**src/rtl/prs_pkg.sv**
```systemverilog
package prs_pkg;
   typedef enum logic [2:0] {
      TAG_INSN = 3'd0,
      TAG_HDR  = 3'd1,
      TAG_VLB  = 3'd2,
      TAG_REG  = 3'd3,
      TAG_PRED = 3'd4,
      TAG_PAY  = 3'd5
   } ptag_e;
endpackage

```
**src/rtl/prs_hdr_dec.sv**
```systemverilog
module prs_hdr_dec #(
   parameter int PW        = 16,
   parameter int OPC_W     = 7,
   parameter int IL_W      = 3,
   parameter int CNT_FLD_W = 2,
   parameter int BASE      = 5,
   parameter int IDX_W     = 4
) (
   input  logic [PW-1:0]    data,
   output logic             is_prefix,
   output logic             malformed,
   output logic [IDX_W-1:0] total,
   output logic [IDX_W-1:0] vl_end,
   output logic [IDX_W-1:0] rc_end,
   output logic [IDX_W-1:0] pc_end,
   output logic             no_pay
);
   localparam int VLF_POS = OPC_W;
   localparam int RC_POS  = VLF_POS + 1;
   localparam int PC_POS  = RC_POS + CNT_FLD_W;
   localparam int IL_POS  = PC_POS + CNT_FLD_W;
   localparam int RSV_POS = IL_POS + IL_W;

   generate
      if (RSV_POS > PW - 1) begin : g_bad_layout
         $error("header fields do not fit the parcel width");
      end
   endgenerate

   logic [IL_W-1:0]      il;
   logic [CNT_FLD_W-1:0] n_reg, n_pred;
   logic                 has_vl, rsv_set;

   always_comb begin
      il        = data[IL_POS +: IL_W];
      n_reg     = data[RC_POS +: CNT_FLD_W];
      n_pred    = data[PC_POS +: CNT_FLD_W];
      has_vl    = data[VLF_POS];
      rsv_set   = |data[PW-1:RSV_POS];
      is_prefix = &data[OPC_W-1:0];
      malformed = (&il) | rsv_set;
      total     = IDX_W'(BASE) + IDX_W'(il);
      vl_end    = IDX_W'(1) + IDX_W'(has_vl);
      rc_end    = vl_end + IDX_W'(n_reg);
      pc_end    = rc_end + IDX_W'(n_pred);
      no_pay    = (pc_end >= total);
   end
endmodule

```
**src/rtl/prs_seq.sv**
```systemverilog
module prs_seq
   import prs_pkg::*;
#(
   parameter int IDX_W = 4
) (
   input  logic             clk,
   input  logic             rst_n,
   input  logic             start,
   input  logic             xfer,
   input  logic [IDX_W-1:0] total,
   input  logic [IDX_W-1:0] vl_end,
   input  logic [IDX_W-1:0] rc_end,
   input  logic [IDX_W-1:0] pc_end,
   output logic             active,
   output logic             last,
   output ptag_e            tag
);
   logic [IDX_W-1:0] idx, total_q, vl_end_q, rc_end_q, pc_end_q;

   always_ff @(posedge clk or negedge rst_n) begin
      if (!rst_n) begin
         active   <= 1'b0;
         idx      <= '0;
         total_q  <= '0;
         vl_end_q <= '0;
         rc_end_q <= '0;
         pc_end_q <= '0;
      end else if (start) begin
         active   <= 1'b1;
         idx      <= IDX_W'(1);
         total_q  <= total;
         vl_end_q <= vl_end;
         rc_end_q <= rc_end;
         pc_end_q <= pc_end;
      end else if (active && xfer) begin
         if (last) begin
            active <= 1'b0;
            idx    <= '0;
         end else begin
            idx <= idx + IDX_W'(1);
         end
      end
   end

   always_comb begin
      last = (idx == total_q - IDX_W'(1));
      if (idx < vl_end_q)      tag = TAG_VLB;
      else if (idx < rc_end_q) tag = TAG_REG;
      else if (idx < pc_end_q) tag = TAG_PRED;
      else                     tag = TAG_PAY;
   end

   // the group position never runs past the group length
   a_r3_idx_in_range: assert property (@(posedge clk) disable iff (!rst_n)
      active |-> (idx >= IDX_W'(1) && idx < total_q));

   // no transfer, no advance
   a_r10_stall_holds: assert property (@(posedge clk) disable iff (!rst_n)
      (active && !xfer) |=> (idx == $past(idx)));

   // bounds stay ordered for the whole group
   a_r9_bounds_order: assert property (@(posedge clk) disable iff (!rst_n)
      active |-> (vl_end_q <= rc_end_q && rc_end_q <= pc_end_q));
endmodule

```
**src/rtl/prs_vl_latch.sv**
```systemverilog
module prs_vl_latch #(
   parameter int VLEN_W       = 6,
   parameter int MAXVL_W      = 6,
   parameter int SUBVL_W      = 3,
   parameter bit CLEAR_ON_END = 1'b1,
   localparam int IN_W        = VLEN_W + MAXVL_W + SUBVL_W
) (
   input  logic               clk,
   input  logic               rst_n,
   input  logic               load,
   input  logic               clear,
   input  logic [IN_W-1:0]    data,
   output logic [VLEN_W-1:0]  vlen,
   output logic [MAXVL_W-1:0] maxvl,
   output logic [SUBVL_W-1:0] subvl
);
   localparam int MAX_POS = VLEN_W;
   localparam int SUB_POS = VLEN_W + MAXVL_W;

   generate
      if (CLEAR_ON_END) begin : g_clear
         always_ff @(posedge clk or negedge rst_n) begin
            if (!rst_n) begin
               vlen  <= '0;
               maxvl <= '0;
               subvl <= '0;
            end else if (clear) begin
               vlen  <= '0;
               maxvl <= '0;
               subvl <= '0;
            end else if (load) begin
               vlen  <= data[0 +: VLEN_W];
               maxvl <= data[MAX_POS +: MAXVL_W];
               subvl <= data[SUB_POS +: SUBVL_W];
            end
         end
      end else begin : g_hold
         always_ff @(posedge clk or negedge rst_n) begin
            if (!rst_n) begin
               vlen  <= '0;
               maxvl <= '0;
               subvl <= '0;
            end else if (load || (clear && 1'b0)) begin
               vlen  <= data[0 +: VLEN_W];
               maxvl <= data[MAX_POS +: MAXVL_W];
               subvl <= data[SUB_POS +: SUBVL_W];
            end
         end
      end
   endgenerate

   // latched lengths change only on a load or a clear
   a_r4_vl_stable: assert property (@(posedge clk) disable iff (!rst_n)
      (!load && !clear) |=> ($stable(vlen) && $stable(maxvl) && $stable(subvl)));
endmodule

```
**src/rtl/vliw_grp_parser.sv**
```systemverilog
module vliw_grp_parser
   import prs_pkg::*;
#(
   parameter int PW           = 16,
   parameter int OPC_W        = 7,
   parameter int IL_W         = 3,
   parameter int CNT_FLD_W    = 2,
   parameter int BASE         = 5,
   parameter int VLEN_W       = 6,
   parameter int MAXVL_W      = 6,
   parameter int SUBVL_W      = 3,
   parameter bit CLEAR_ON_END = 1'b1
) (
   input  logic               clk,
   input  logic               rst_n,
   input  logic               in_valid,
   output logic               in_ready,
   input  logic [PW-1:0]      in_data,
   output logic               out_valid,
   input  logic               out_ready,
   output logic [PW-1:0]      out_data,
   output logic [2:0]         out_tag,
   output logic               grp_active,
   output logic               grp_end,
   output logic               err_hdr,
   output logic               err_nopay,
   output logic [VLEN_W-1:0]  vl_len,
   output logic [MAXVL_W-1:0] vl_max,
   output logic [SUBVL_W-1:0] vl_sub
);
   localparam int TOT_MAX = BASE + (2**IL_W) - 2;
   localparam int OVH_MAX = 2 + 2 * ((2**CNT_FLD_W) - 1);
   localparam int SPAN    = (TOT_MAX > OVH_MAX) ? TOT_MAX : OVH_MAX;
   localparam int IDX_W   = $clog2(SPAN + 1);
   localparam int VLB_W   = VLEN_W + MAXVL_W + SUBVL_W;

   generate
      if (VLB_W > PW) begin : g_bad_vlb
         $error("vector-length block fields exceed the parcel width");
      end
      if (IL_W < 1 || CNT_FLD_W < 1 || BASE < 2) begin : g_bad_param
         $error("field widths or base length out of range");
      end
   endgenerate

   logic             xfer, is_prefix, malformed, no_pay, start, last;
   logic [IDX_W-1:0] total, vl_end, rc_end, pc_end;
   ptag_e            seq_tag, tag;

   assign xfer      = in_valid & out_ready;
   assign in_ready  = out_ready;
   assign out_valid = in_valid;
   assign out_data  = in_data;

   prs_hdr_dec #(
      .PW(PW), .OPC_W(OPC_W), .IL_W(IL_W), .CNT_FLD_W(CNT_FLD_W),
      .BASE(BASE), .IDX_W(IDX_W)
   ) u_dec (
      .data(in_data), .is_prefix(is_prefix), .malformed(malformed),
      .total(total), .vl_end(vl_end), .rc_end(rc_end), .pc_end(pc_end),
      .no_pay(no_pay)
   );

   assign start = xfer & ~grp_active & is_prefix & ~malformed;

   prs_seq #(.IDX_W(IDX_W)) u_seq (
      .clk(clk), .rst_n(rst_n), .start(start), .xfer(xfer),
      .total(total), .vl_end(vl_end), .rc_end(rc_end), .pc_end(pc_end),
      .active(grp_active), .last(last), .tag(seq_tag)
   );

   always_comb begin
      if (grp_active)     tag = seq_tag;
      else if (is_prefix) tag = TAG_HDR;
      else                tag = TAG_INSN;
   end
   assign out_tag = tag;

   always_ff @(posedge clk or negedge rst_n) begin
      if (!rst_n) begin
         grp_end   <= 1'b0;
         err_hdr   <= 1'b0;
         err_nopay <= 1'b0;
      end else begin
         grp_end   <= xfer & grp_active & last;
         err_hdr   <= xfer & ~grp_active & is_prefix & malformed;
         err_nopay <= start & no_pay;
      end
   end

   prs_vl_latch #(
      .VLEN_W(VLEN_W), .MAXVL_W(MAXVL_W), .SUBVL_W(SUBVL_W),
      .CLEAR_ON_END(CLEAR_ON_END)
   ) u_vl (
      .clk(clk), .rst_n(rst_n),
      .load(xfer & grp_active & (seq_tag == TAG_VLB)),
      .clear(xfer & grp_active & last),
      .data(in_data[VLB_W-1:0]),
      .vlen(vl_len), .maxvl(vl_max), .subvl(vl_sub)
   );

   // the end pulse goes with leaving the group
   a_r3_end_on_fall: assert property (@(posedge clk) disable iff (!rst_n)
      $fell(grp_active) |-> grp_end);
   a_r3_end_outside: assert property (@(posedge clk) disable iff (!rst_n)
      grp_end |-> !grp_active);
   a_r3_end_single: assert property (@(posedge clk) disable iff (!rst_n)
      grp_end |=> !grp_end);
   // a malformed prefix never opens a group
   a_r8_bad_no_group: assert property (@(posedge clk) disable iff (!rst_n)
      err_hdr |-> !grp_active);
   // the no-payload flag only follows a group that did open
   a_r9_nopay_in_grp: assert property (@(posedge clk) disable iff (!rst_n)
      err_nopay |-> grp_active);
   // lengths read zero when the group closes
   a_r11_clear_on_end: assert property (@(posedge clk) disable iff (!rst_n)
      (grp_end && CLEAR_ON_END) |-> (vl_len == '0 && vl_max == '0 && vl_sub == '0));
endmodule

```
**config.mk**
```make
export PLATFORM = sky130hd
export DESIGN_NAME = vliw_grp_parser
export DESIGN_NICKNAME = d
export VERILOG_FILES = /design/src/rtl/prs_pkg.sv /design/src/rtl/prs_hdr_dec.sv /design/src/rtl/prs_seq.sv /design/src/rtl/prs_vl_latch.sv /design/src/rtl/vliw_grp_parser.sv
export SDC_FILE = /design/constraint.sdc
export NUM_CORES = 1
export LEC_CHECK = 0
export BUFFER_PORTS_ARGS = -buffer_cell sky130_fd_sc_hd__buf_2
export CAP_MARGIN = 10
export CORE_MARGIN = 2
export CORE_UTILIZATION = 52
export DETAILED_ROUTE_END_ITERATION = 7
export PLACE_DENSITY = 0.84
export REMOVE_ABC_BUFFERS = 1
export SYNTH_ARGS = -nofsm -noshare
export SYNTH_HDL_FRONTEND = slang
export SYNTH_SLANG_ARGS = --single-unit
```
**constraint.sdc**
```tcl
create_clock -name clk -period 2.3 [get_ports clk]
set_input_delay 0.345 -clock clk [delete_from_list [all_inputs] [get_ports clk]]
set_output_delay 0.345 -clock clk [all_outputs]
set_load 0.005 [all_outputs]
```
Yosys cells after proc, flatten, opt, wreduce, memory -nomap -nowiden:

Index checks and enable logic that the tools add are counted.
W data, S select, Z words.

* bits in registers: 39
* input bits: 20
* output and inout port bits: 40
* word-level logic and storage cells: 60

* $add $sub $neg: 6
* magnitude comparators: 4
* equal/unequal tests: 2
* multiplexer cells: 17
* bitwise logic cells: 12
* reduce and logical (&&, ||, !) cells: 7

Operators by type and width (number)
* $mux W6: 4
* $mux W3: 5
* $lt A4 B4 Y1: 3
* $mux W4: 3
* $and A1 B1 Y1: 9
* $add A4 B2 Y4: 2
* $reduce_and A7 Y1: 1
* $reduce_bool A2 Y1: 3
* $mux W1: 5
* $add A3 B3 Y4 const A: 1
* $add A4 B1 Y4 const B: 1
* $eq A4 B4 Y1: 1
* $ge A4 B4 Y1: 1
* $sub A4 B1 Y4 const B: 1
* $eq A3 B2 Y1 const B: 1
* $reduce_and A3 Y1: 1
* $add A1 B1 Y2 const A: 1
* $not A1 Y1: 2
* $reduce_and A2 Y1: 1
* $logic_and A1 B1 Y1: 1
* $or A1 B1 Y1: 1

Longest topological paths before layout:

* depth after elaboration: 8
* gate-level depth with buffers: 11
* mapped depth without buffers: 11

Modules after synthesis:

Synthesis repeated with hierarchy kept, for this count alone.

* cell total of the unflattened synthesis: 244
* area total of the unflattened synthesis: 2428.6 µm²

Modules (own cells, without submodules)
* prs_seq: instances 1, cells an instance 121, area an instance 1168.6 µm², seq. area each 525.5 µm²
* prs_vl_latch: instances 1, cells an instance 48, area an instance 616.8 µm², seq. area each 375.4 µm²
* prs_hdr_dec: instances 1, cells an instance 42, area an instance 334.1 µm², seq. area each 0.0 µm²
* vliw_grp_parser: instances 1, cells an instance 33, area an instance 309.0 µm², seq. area each 75.1 µm²

Least setup slack after synthesis:

No wires, ideal clock.

* path type: input port to flip-flop
* start: in in_data[7]
* end: reg err_nopay
* library setup time: 122 ps
* arrival: 2412 ps
* setup slack: -234 ps
* cell stages on the path: 11
* cell sequence: inv_1 -> ha_1 -> inv_1 -> fa_1 -> fa_1 -> inv_1 -> ha_1 -> a21o_1 -> a21o_1 -> a21oi_1 -> nor2_1

* word-level cells in the longest chain between the ends: 5

Ends and longest elaborated chain
* start: declaration: line vliw_grp_parser.sv:18 `input logic [PW-1:0] in_data,`
* $add A1 B1 Y2: line prs_hdr_dec.sv:43 `vl_end = IDX_W'(1) + IDX_W'(has_vl);`
* $add A4 B2 Y4: line prs_hdr_dec.sv:44 `rc_end = vl_end + IDX_W'(n_reg);`
* $add A4 B2 Y4: line prs_hdr_dec.sv:45 `pc_end = rc_end + IDX_W'(n_pred);`
* via pc_end[1]: line vliw_grp_parser.sv:47 `logic [IDX_W-1:0] total, vl_end, rc_end, pc_end;`
* $ge A4 B4 Y1: line prs_hdr_dec.sv:46 `no_pay = (pc_end >= total);`
* $and A1 B1 Y1: line vliw_grp_parser.sv:87 `err_nopay <= start & no_pay;`
* end signal: assignment: line vliw_grp_parser.sv:87
* end: declaration: line vliw_grp_parser.sv:26 `output logic err_nopay,`

The timed path passes the listed nets, and every way through them passes these cells.
A chain may end at the register's enable or synchronous reset.

Final worst setup path:

* start: in in_data[7]
* end: reg err_nopay

* word-level cells in the longest chain between the ends: 5

Ends and longest elaborated chain
* $add A1 B1 Y2: line prs_hdr_dec.sv:43
* via u_dec.vl_end[0]: line prs_hdr_dec.sv:13 `output logic [IDX_W-1:0] vl_end,`
* $add A4 B2 Y4: line prs_hdr_dec.sv:44
* $add A4 B2 Y4: line prs_hdr_dec.sv:45
* via pc_end[1]: line vliw_grp_parser.sv:47
* $ge A4 B4 Y1: line prs_hdr_dec.sv:46
* $and A1 B1 Y1: line vliw_grp_parser.sv:87

The timed path passes the listed nets, and every way through them passes these cells.

==> impl_metrics.toml <==
[global_route]
grt_remaining_overflow = 0
grt_pass1_vias = 1580
grt_pass1_wl_um = 7100
track_usage_pct = 21.6
antenna_found_initial = 0
grt_max_degree = 37

[sta]
relSlewSlack_pct = 48.1
worst_slack_ns = 0.00501
period_minus_slack_ns = 2.29
hold_viol = 0
worst_pin_slew_ns = 0.779
whs_ns = 0.123
finalSetupViolCount = 0
clock_skew_ns = 0.00511
drv_slew = 0
finalSetupTns_ns = 0
rsz0062_at_grt = "yes"
fmax_ghz = 0.436
period_share_pct = 99.8

[power_and_ir_drop]
finalPower_mw = 1.65
seqPwrFrac_pct = 44.1
peakVddDrop_mv = 0.472
cellLeakagePower_nw = 1.33
swShare_pct = 27.2
powerDensity_nw_per_um2 = 669
p_int_mw = 1.20
clkPwrFrac_pct = 33.6
p_comb_share_pct = 22.3
p_switching_uw = 450

[drt]
wirelength_um = 4440
drtIter0Drc = 80
antenna_left = 0
viasPerCell = 5.32
vias = 1608
drc = 0
drt_first_pass_iters = 4
wl_per_cell_um = 14.7

[setup_path]
cp.arrival_ns = 2.47
critPathLaunchType = "primary input"
cp.required_ns = 2.48
startpoint = "in_data[7]"
path_class = "in -> reg"
r2r-start = "u_seq.total_q[0]"
cp_max_fo = 2
end_kind = "flip-flop"

[floorplan]
placementRows = 22
die-height_um = 66.9
start_util_pct = 55.0
die-area_sq_um = 4480
core_sq_um = 3740
chipWidth_um = 66.9
ios = 60

[place]
dp_hpwl_um = 3350
dpl_worst_slack_ns = -0.428
io_buffers = 59
gp_congestion = 0.862

[cells_and_area]
drive_gt1_share_pct = 34.6
synthToLayoutAreaGrowth_pct = 20.0
nNetsFinal = 292
fin_util_pct = 66.0
final_common_cell = "buf_2"
antenna_cells = 0
final_cell_mix = "58 x buf_2, 36 x dfrtp_1, 17 x inv_1, 17 x nor2_1, 16 x ha_1"

[worst_hold_path]
hold_path_class = "in -> async"

[cts]
h-tree-depth = 2
clkLatencyLatePin_ns = 0.29
clock_path_buffers = 2
cts_tree = "done"
cts_root_buffer = "clkbuf_8"
post_cts_buffers = 0
holdBufCountCts = 0
cts_made_buffers = 5
cts_sinks = 36
clk_pin_slew_ns = 0.07

[synthesis]
yosysUniqueCellTypes = 34
synth_cells = 201
netlist_area_sq_um = 2060
ys_ff_latch = 36
ys_seq_area_share_pct = 43.8
synth-edff-count = 0
async_reset_ff_share_pct = 100
postSynthAreaPerCell_sq_um = 10.2
synth_ff_type = "dfrtp_1"
yosys_warnings = 0

[job]
cap_viol_max_count = 0

[run_status]
outcome = "finished, final reports clean"
## state kept, by name, summed over array words and instances, names as in the netlist
register	cells
u_vl.vlen	6
u_seq.rc_end_q	3
u_seq.active	1
u_seq.vl_end_q	2
u_vl.subvl	3
u_seq.idx	4
err_nopay	1
u_vl.maxvl	6
err_hdr	1
u_seq.total_q	4
grp_end	1
u_seq.pc_end_q	4
## worst max-delay path, cell delays in order
cell,delay (ns)
buf_8,0.11
inv_4,0.05
ha_4,0.12
inv_2,0.03
fa_1,0.48
fa_1,0.55
inv_1,0.05
ha_1,0.26
a21o_1,0.17
a21o_1,0.16
a21oi_2,0.10
nor2_1,0.04
## power groups by stage
stage / registers [mW] / logic (mW) / clock network, mW
6_report: 0.729 / 0.368 / 0.556
4_1_cts: 0.728 / 0.365 / 0.561
3_5_place_dp: 0.740 / 0.357 / 0
2_1_floorplan: 0.745 / 0.186 / 0
3_3_place_gp: 0.737 / 0.347 / 0
5_1_grt: 0.737 / 0.412 / 0.595
## metrics by stage
step                area, sq um  std cells
global route               2470        302
global placement           2320        294
detailed placement         2320        294
floorplan                  1890        176
CTS                        2460        302
finish                     2470        302
## layout make-up
| type | count | area (sq um) |
|---|---|---|
| tap | 48 | 60.1 |
| fill | 298 | 1270 |
| multi-input combinational | 120 | 932 |
| clock inverter | 3 | 42.5 |
| timing repair buffer | 70 | 388 |
| inverter | 20 | 77.6 |
| sequential | 36 | 901 |
| clock buffer | 5 | 68.8 |
## layer usage
layer  global-route usage (%)  vias up  share of wire (%)
met5                        0        -                  0
met1                     28.8      771                 42
met2                     35.0       55                 50
met3                     5.41        8                5.4
met4                     5.61        0                2.0
li1                         -      774                  -
## synth_stat cells (all sizes together) (2+ instances only)
master	number	area [sq um]
nand2b	4	25.0
buf	21	156
ha	17	213
a21o	3	22.5
fa	2	40.0
xor2	3	26.3
a32o	11	110
nor3	5	25.0
clkbuf	4	15.0
xnor2	6	52.6
mux2i	4	40.0
nand2	13	53.8
o21ai	10	50.1
a21oi	10	50.1
nor2	17	63.8
nand3	2	10.0
nand4	2	12.5
dfrtp	36	901
nor4	2	27.5
inv	19	71.3
## final timing paths
path | to | slack [ns] | cells past startpoint
max | err_nopay | 0.005 | 12
max in group asynchronous | u_seq.idx[3] | 1.68 | 1
min reg2reg | u_seq.vl_end_q[0] | 0.52 | 2
max reg2reg | u_seq.idx[3] | 0.29 | 8
min in group clk | u_vl.vlen[2] | 0.30 | 2
min | grp_end | 0.12 | 1
## logic make-up after synthesis
family                   after synthesis  share of synthesized area (%)
XOR/XNOR                               9                           3.83
AND/OR/NAND/NOR                       48                           11.6
adder cells (fa/ha/maj)               19                           12.3
buffers and inverters                 45                           12.0
flip-flops                            36                           43.8
AO/OA/AOI/OAI                         39                           14.0
multiplexers                           5                           2.49
## what timing repair did
action,4_1_cts,5_1_grt
gates resized for setup,8,2
setup endpoints to repair,1,2
pin swaps,7,2
(Power assumes the default switching activity.)
